## src/rtl/pmc_pkg.sv

```systemverilog
// Package: shared types and mode-field decoding for the power mode controller.
// Assumes the mode field is {STOP, HALT, OSC1, OSC0}.
package pmc_pkg;

    localparam int FIELD_W = 4;

    typedef enum logic [2:0] {
        PM_RUN_FAST  = 3'd0,
        PM_RUN_SLOW  = 3'd1,
        PM_HALT_FAST = 3'd2,
        PM_HALT_SLOW = 3'd3,
        PM_STOP      = 3'd4,
        PM_RESERVED  = 3'd7
    } pm_mode_e;

    typedef struct packed {
        logic pll_en;
        logic slow_sel;
        logic cpu_en;
        logic sys_en;
    } clk_ctl_t;

    // Map a mode field onto its operating state; unlisted codes are reserved.
    function automatic pm_mode_e field_to_mode(input logic [FIELD_W-1:0] f);
        pm_mode_e m;
        case (f)
            4'b0000: m = PM_RUN_FAST;
            4'b0011: m = PM_RUN_SLOW;
            4'b0100: m = PM_HALT_FAST;
            4'b0111: m = PM_HALT_SLOW;
            4'b1000, 4'b1001, 4'b1010, 4'b1011: m = PM_STOP;
            default: m = PM_RESERVED;
        endcase
        return m;
    endfunction

    // True when the state runs the CPU.
    function automatic logic is_run(input pm_mode_e m);
        return (m == PM_RUN_FAST) || (m == PM_RUN_SLOW);
    endfunction

endpackage

```

## src/rtl/pmc_bus_regs.sv

```systemverilog
// Module: register bus decode and watchdog control bit.
// Holds the active-low watchdog enable, generates the clear strobe, forwards
// mode-field writes to the mode sequencer and assembles the read word.
// Assumes a single-cycle write with address and data valid at the clock edge.
module pmc_bus_regs #(
    parameter int              ADDR_W   = 24,
    parameter int              DATA_W   = 16,
    parameter logic [ADDR_W-1:0] REG_ADDR = 24'h00FC00,
    parameter int              WD_BIT   = 15,
    parameter int              OSC_BIT  = 14,
    parameter int              FIELD_W  = 4
) (
    input  logic                clk,
    input  logic                rst_n,
    input  logic [ADDR_W-1:0]   bus_addr,
    input  logic                bus_we,
    input  logic [DATA_W-1:0]   bus_wdata,
    output logic [DATA_W-1:0]   bus_rdata,
    input  logic [FIELD_W-1:0]  mode_field,
    input  logic                osc_slow,
    output logic                fld_wr,
    output logic [FIELD_W-1:0]  fld_wdata,
    output logic                wdt_en,
    output logic                wdt_clr
);

    localparam int GAP_LO = FIELD_W;
    localparam int GAP_HI = OSC_BIT - 1;

    logic hit;
    logic wr_hit;
    logic nwden_q;
    logic clr_q;
    logic [DATA_W-1:0] rd_word;
    logic unused_wbits;

    // Address match for the single register.
    assign hit    = (bus_addr == REG_ADDR);
    assign wr_hit = hit && bus_we;

    assign fld_wr    = wr_hit;
    assign fld_wdata = bus_wdata[FIELD_W-1:0];
    assign unused_wbits = ^bus_wdata[OSC_BIT:GAP_LO];

    // Watchdog disable bit and its one-cycle clear strobe on a 1-to-0 write.
    always_ff @(posedge clk) begin
        if (!rst_n) begin
            nwden_q <= 1'b1;
            clr_q   <= 1'b0;
        end else begin
            clr_q <= wr_hit && nwden_q && !bus_wdata[WD_BIT];
            if (wr_hit) begin
                nwden_q <= bus_wdata[WD_BIT];
            end
        end
    end

    assign wdt_en  = !nwden_q;
    assign wdt_clr = clr_q;

    // Read word assembly; unused bits read zero.
    always_comb begin
        rd_word                    = '0;
        rd_word[WD_BIT]            = nwden_q;
        rd_word[OSC_BIT]           = osc_slow;
        rd_word[FIELD_W-1:0]       = mode_field;
        rd_word[GAP_HI:GAP_LO]     = '0;
    end

    assign bus_rdata = hit ? rd_word : '0;

endmodule

```

## src/rtl/pmc_mode_seq.sv

```systemverilog
// Module: mode sequencer.
// Accepts legal mode-field writes, refuses reserved codes and illegal
// transitions with a one-cycle error, and handles wake from halt and stop.
// Assumes wake_i is synchronous to clk; wake wins over a same-cycle write.
module pmc_mode_seq
    import pmc_pkg::*;
#(
    parameter int FIELD_W = 4
) (
    input  logic               clk,
    input  logic               rst_n,
    input  logic               fld_wr,
    input  logic [FIELD_W-1:0] fld_wdata,
    input  logic               wake_i,
    output logic [FIELD_W-1:0] mode_field,
    output pm_mode_e           mode,
    output logic               stop_slow,
    output logic               mode_err
);

    localparam logic [FIELD_W-1:0] F_RUN_FAST = 4'b0000;
    localparam logic [FIELD_W-1:0] F_RUN_SLOW = 4'b0011;

    logic [FIELD_W-1:0] field_q;
    logic               stop_slow_q;
    logic               err_q;
    pm_mode_e           tgt;
    logic               cur_run;
    logic               tgt_ok;
    logic               accept;
    logic               wake_act;
    logic [FIELD_W-1:0] wake_field;

    assign mode    = field_to_mode(field_q);
    assign tgt     = field_to_mode(fld_wdata);
    assign cur_run = is_run(mode);

    // Legality of a requested target from the current state.
    always_comb begin
        case (tgt)
            PM_RUN_FAST, PM_RUN_SLOW, PM_STOP: tgt_ok = cur_run;
            PM_HALT_FAST:                      tgt_ok = (mode == PM_RUN_FAST);
            PM_HALT_SLOW:                      tgt_ok = (mode == PM_RUN_SLOW);
            default:                           tgt_ok = 1'b0;
        endcase
    end

    assign accept = (tgt != PM_RESERVED) && (tgt_ok || (fld_wdata == field_q));

    // Wake acts only outside the run states.
    assign wake_act = wake_i && !cur_run;

    // Run state to return to on wake.
    always_comb begin
        case (mode)
            PM_HALT_SLOW: wake_field = F_RUN_SLOW;
            PM_STOP:      wake_field = stop_slow_q ? F_RUN_SLOW : F_RUN_FAST;
            default:      wake_field = F_RUN_FAST;
        endcase
    end

    // Mode state, remembered run state across stop, and refusal flag.
    always_ff @(posedge clk) begin
        if (!rst_n) begin
            field_q     <= F_RUN_FAST;
            stop_slow_q <= 1'b0;
            err_q       <= 1'b0;
        end else begin
            err_q <= fld_wr && !wake_act && !accept;
            if (wake_act) begin
                field_q <= wake_field;
            end else if (fld_wr && accept) begin
                field_q <= fld_wdata;
                if ((tgt == PM_STOP) && cur_run) begin
                    stop_slow_q <= (mode == PM_RUN_SLOW);
                end
            end
        end
    end

    assign mode_field = field_q;
    assign stop_slow  = stop_slow_q;
    assign mode_err   = err_q;

endmodule

```

## src/rtl/pmc_clk_dec.sv

```systemverilog
// Module: clock control decoder.
// Turns the operating state into PLL, source select and clock enables.
// Assumes the stop state takes its source select from the remembered run state.
module pmc_clk_dec
    import pmc_pkg::*;
(
    input  pm_mode_e mode,
    input  logic     stop_slow,
    output clk_ctl_t ctl
);

    // State-to-control table.
    always_comb begin
        case (mode)
            PM_RUN_FAST:  ctl = '{pll_en: 1'b1, slow_sel: 1'b0, cpu_en: 1'b1, sys_en: 1'b1};
            PM_RUN_SLOW:  ctl = '{pll_en: 1'b0, slow_sel: 1'b1, cpu_en: 1'b1, sys_en: 1'b1};
            PM_HALT_FAST: ctl = '{pll_en: 1'b1, slow_sel: 1'b0, cpu_en: 1'b0, sys_en: 1'b1};
            PM_HALT_SLOW: ctl = '{pll_en: 1'b0, slow_sel: 1'b1, cpu_en: 1'b0, sys_en: 1'b1};
            PM_STOP:      ctl = '{pll_en: 1'b0, slow_sel: stop_slow, cpu_en: 1'b0, sys_en: 1'b0};
            default:      ctl = '{pll_en: 1'b1, slow_sel: 1'b0, cpu_en: 1'b1, sys_en: 1'b1};
        endcase
    end

endmodule

```

## src/rtl/pwr_mode_ctl.sv

```systemverilog
// Module: CPU power mode controller top.
// Connects the bus register, mode sequencer and clock decoder.
// Assumes one clock domain and a synchronous active-low reset.
module pwr_mode_ctl
    import pmc_pkg::*;
#(
    parameter int                ADDR_W   = 24,
    parameter int                DATA_W   = 16,
    parameter logic [ADDR_W-1:0] REG_ADDR = 24'h00FC00
) (
    input  logic              clk,
    input  logic              rst_n,
    input  logic [ADDR_W-1:0] bus_addr,
    input  logic              bus_we,
    input  logic [DATA_W-1:0] bus_wdata,
    output logic [DATA_W-1:0] bus_rdata,
    input  logic              wake_i,
    output logic              pll_en_o,
    output logic              clk_slow_sel_o,
    output logic              cpu_clk_en_o,
    output logic              sys_clk_en_o,
    output logic              wdt_en_o,
    output logic              wdt_clr_o,
    output logic              mode_err_o
);

    localparam int WD_BIT  = DATA_W - 1;
    localparam int OSC_BIT = DATA_W - 2;

    logic [FIELD_W-1:0] fld_wdata;
    logic [FIELD_W-1:0] mode_field;
    logic               fld_wr;
    logic               stop_slow;
    pm_mode_e           mode;
    clk_ctl_t           ctl;

    pmc_bus_regs #(
        .ADDR_W  (ADDR_W),
        .DATA_W  (DATA_W),
        .REG_ADDR(REG_ADDR),
        .WD_BIT  (WD_BIT),
        .OSC_BIT (OSC_BIT),
        .FIELD_W (FIELD_W)
    ) u_regs (
        .clk       (clk),
        .rst_n     (rst_n),
        .bus_addr  (bus_addr),
        .bus_we    (bus_we),
        .bus_wdata (bus_wdata),
        .bus_rdata (bus_rdata),
        .mode_field(mode_field),
        .osc_slow  (ctl.slow_sel),
        .fld_wr    (fld_wr),
        .fld_wdata (fld_wdata),
        .wdt_en    (wdt_en_o),
        .wdt_clr   (wdt_clr_o)
    );

    pmc_mode_seq #(
        .FIELD_W(FIELD_W)
    ) u_seq (
        .clk       (clk),
        .rst_n     (rst_n),
        .fld_wr    (fld_wr),
        .fld_wdata (fld_wdata),
        .wake_i    (wake_i),
        .mode_field(mode_field),
        .mode      (mode),
        .stop_slow (stop_slow),
        .mode_err  (mode_err_o)
    );

    pmc_clk_dec u_dec (
        .mode     (mode),
        .stop_slow(stop_slow),
        .ctl      (ctl)
    );

    assign pll_en_o       = ctl.pll_en;
    assign clk_slow_sel_o = ctl.slow_sel;
    assign cpu_clk_en_o   = ctl.cpu_en;
    assign sys_clk_en_o   = ctl.sys_en;

endmodule

```

## config.mk

```make
export PLATFORM = sky130hd
export DESIGN_NAME = pwr_mode_ctl
export DESIGN_NICKNAME = d
export VERILOG_FILES = /design/src/rtl/pmc_pkg.sv /design/src/rtl/pmc_bus_regs.sv /design/src/rtl/pmc_mode_seq.sv /design/src/rtl/pmc_clk_dec.sv /design/src/rtl/pwr_mode_ctl.sv
export SDC_FILE = /design/constraint.sdc
export NUM_CORES = 1
export LEC_CHECK = 0
export ABC_AREA = 1
export BUFFER_PORTS_ARGS = -buffer_cell sky130_fd_sc_hd__buf_4
export CORE_UTILIZATION = 45
export CTS_BUF_LIST = sky130_fd_sc_hd__clkbuf_8
export DETAILED_ROUTE_END_ITERATION = 12
export PLACE_DENSITY = 0.85
export SYNTH_ARGS = -nofsm -noshare
export SYNTH_HDL_FRONTEND = slang
export SYNTH_SLANG_ARGS = --single-unit
```

## constraint.sdc

```tcl
create_clock -name clk -period 3.2 [get_ports clk]
set_input_delay 0.16 -clock clk [delete_from_list [all_inputs] [get_ports clk]]
set_output_delay 0.16 -clock clk [all_outputs]
set_load 0.05 [all_outputs]
```

==> impl_metrics.env <==
export IMPL_status="completed"
export IMPL_cts_sinks=11
export IMPL_min_path_cells=2
export IMPL_rows=16
export IMPL_total_power_mw=0.529
export IMPL_gp_congestion=0.831
export IMPL_cts_resized_gates=0
export IMPL_antenna_found_initial=0
export IMPL_drt_vias_per_instance=4.35
export IMPL_groute_usage_overall=0.198
export IMPL_holdPathEnd="u_regs.nwden_q"
export IMPL_h_tree_depth=1
export IMPL_drt_initial_drc_count=19
export IMPL_grt_pass1_wl_mm=3.82
export IMPL_io_pins=67
export IMPL_max_freq_ghz=0.546
export IMPL_fin_crit_sh=0.573
export IMPL_setup_tns_final_ns=0
export IMPL_powerDensity_nw_per_um2=376
export IMPL_r2r_worst_path_cells=13
export IMPL_worst_path_max_fanout=5
export IMPL_yosysSeqAreaShare=0.214
export IMPL_synth_most_common_cell="nand2_1"
export IMPL_firstDrtPassIters=4
export IMPL_io_buffers=45
export IMPL_final_nets=269
export IMPL_topRoutingLayerUsed="met4"
export IMPL_finalHoldViolCount=0
export IMPL_ant_nets=0
export IMPL_startpoint="u_seq.mode[2]"
export IMPL_overflow=0
export IMPL_cts_setup_buffers=0
export IMPL_synth_seq_cells=11
export IMPL_wl_mm=2.21
export IMPL_core_um2=2060
export IMPL_die_area_um2=2490
export IMPL_r2r_slack_ns=1.37
export IMPL_final_util=0.682
export IMPL_end_kind="flop"
export IMPL_grt_pass1_vias=976
export IMPL_dpl_hpwl_mm=1.95
export IMPL_drive_gt1_frac=0.333
export IMPL_layout_cells_non_filler=249
export IMPL_finClkSkew_ns=0.00158
export IMPL_p_leak_nw=0.797
export IMPL_worstReg2RegEnd="u_seq.mode[1]"
export IMPL_area_growth_pct=36.4
export IMPL_synthCells=174
export IMPL_fp_dieW_um=49.9
export IMPL_diodes=0
export IMPL_initial_core_util=0.500
export IMPL_cts_reportedPaths_clkPinSlew_ns=0.05
export IMPL_synthArstFlopShare=0
export IMPL_cts_buffers_inserted=3
export IMPL_synthTopCellsByArea="dfxtp_1 (21%), nand2_1 (17%), nor2_1 (11%), inv_1 (9.5%), buf_4 (7.3%)"
export IMPL_routedWlPerCell_um=8.86
export IMPL_worst_setup_path_start_kind="flop"
export IMPL_clockRootBuffer="clkbuf_8"
export IMPL_hp_start="rst_n"
export IMPL_yosysTopAreaCell="dfxtp_1"
export IMPL_hold_class="primary input to flop"
export IMPL_post_synth_instance_area_um2=1030
export IMPL_rsz0062_at_grt="false"
export IMPL_ir_worst_vdd_v=0.000307
export IMPL_ys_flop_type="dfxtp_1"
export IMPL_clk_latency_ns=0.23
export IMPL_fp_dieH_um=49.9
export IMPL_design_area_um2=1410
export IMPL_fin_ws_ns=1.37
export IMPL_via_count=1084
export IMPL_drc_errors=0
export IMPL_hold_worst_slack_ns=0.136
export IMPL_wl_met3_um=116
export IMPL_worstSetupPathType="flop to flop"
export IMPL_synth_area_per_cell_um2=5.93
export IMPL_cts_tree="yes"
export IMPL_period_minus_slack_ns=1.83
export IMPL_timing_max_cap_violations=0
export IMPL_drv_slew=0
export IMPL_crit_reg2reg_launch="u_seq.mode[2]"
export IMPL_grt_max_degree=8
export IMPL_setup_viol_count_final=0
export IMPL_synth_edf_count=0
export IMPL_filler_cell_count=196
export IMPL_met1_length_mm=1.00
export IMPL_postCtsHoldBufs=0
export IMPL_met2WireLength_mm=1.06
export IMPL_clock_path_buffers=2
export IMPL_synthDistinctLibCells=22
export IMPL_placed_area_um2=1360
export IMPL_required_ns=3.32
export IMPL_worstPathArrival_ns=1.96
export IMPL_yosysTopAreaCellShare=0.214
export IMPL_yosys_warnings=0
export IMPL_post_place_ws_ns=1.17
export IMPL_dp_cells=245
export IMPL_synth_common_cells="nand2_1 (47), nor2_1 (30), inv_1 (26)"
layout make-up:
type,count,area [um^2],share of cell area
inverter,31,116,0.0827
sequential,11,220,0.157
clock inverter,1,3.75,0.00267
timing repair buffer,45,338,0.240
multi-input combinational,131,653,0.464
clock buffer,3,41.3,0.0294
tap,27,33.8,0.0240
routing by layer:
layer,vias to the layer above,global-route usage
li1,599,-
met5,-,0
met1,448,0.240
met3,4,0.0123
met4,0,0.0810
met2,33,0.358
worst max-delay path: stages (launching register included):
cell	delay, ns
dfxtp_1	0.34
inv_2	0.07
nand2_2	0.09
nor2_1	0.19
nand2_4	0.08
a21oi_4	0.18
nand2_4	0.09
nand2_2	0.07
nand2_1	0.04
nand2_1	0.05
nand2_1	0.06
ha_1	0.30
nand2_1	0.10
nand2_1	0.06
logic make-up (layout without fill, tap and decap cells):
group           Yosys count  in the layout  share of synthesized area
flops                    11             11                      0.214
compound gates            9              9                     0.0570
fa+ha+maj                 2              2                     0.0243
buf+inv                  41             80                      0.186
other cells               1             10                    0.00364
simple gates            110            110                      0.516
how the worst max path moves through the flow:
stage,end,slack [ns]
4_1_cts,u_seq.mode[1],1.36
6_report,u_seq.mode[1],1.37
3_3_place_gp,u_seq.mode[2],1.21
2_1_floorplan,bus_rdata[14],0.58
5_1_grt,u_seq.mode[1],1.17
3_5_place_dp,u_seq.mode[1],1.17
power by group:
part	total, mW	internal [mW]	switching, mW
Sequential	0.154	0.146	0.00859
Combinational	0.243	0.0819	0.161
Clock	0.131	0.0838	0.0477
cells in the final DEF, fill, tap and decap left out, types with 2 or more instances in the layout:
cell type	synthesis	layout
nand2_1	47	47
buf_4	10	45
nor2_1	30	30
inv_1	26	27
dfxtp_1	11	11
conb_1	1	10
nand3_1	8	8
nand2_2	6	6
nor2_2	5	5
inv_2	5	5
nand2_4	3	3
nor2_4	3	3
nand4_1	3	3
o21ai_1	3	3
o21ai_0	3	3
clkbuf_8	0	3
nand3_2	2	2
nor3_1	2	2
ha_1	2	2
sequential cells by signal, summed over array words and instances, names as in the netlist:
signal and flops:
u_seq.mode_field 4, u_regs.wdt_clr 1, u_regs.nwden_q 1, u_seq.mode_err 1, u_seq.mode 3, u_seq.stop_slow 1
Note: power is estimated with default switching activity, not from simulation.
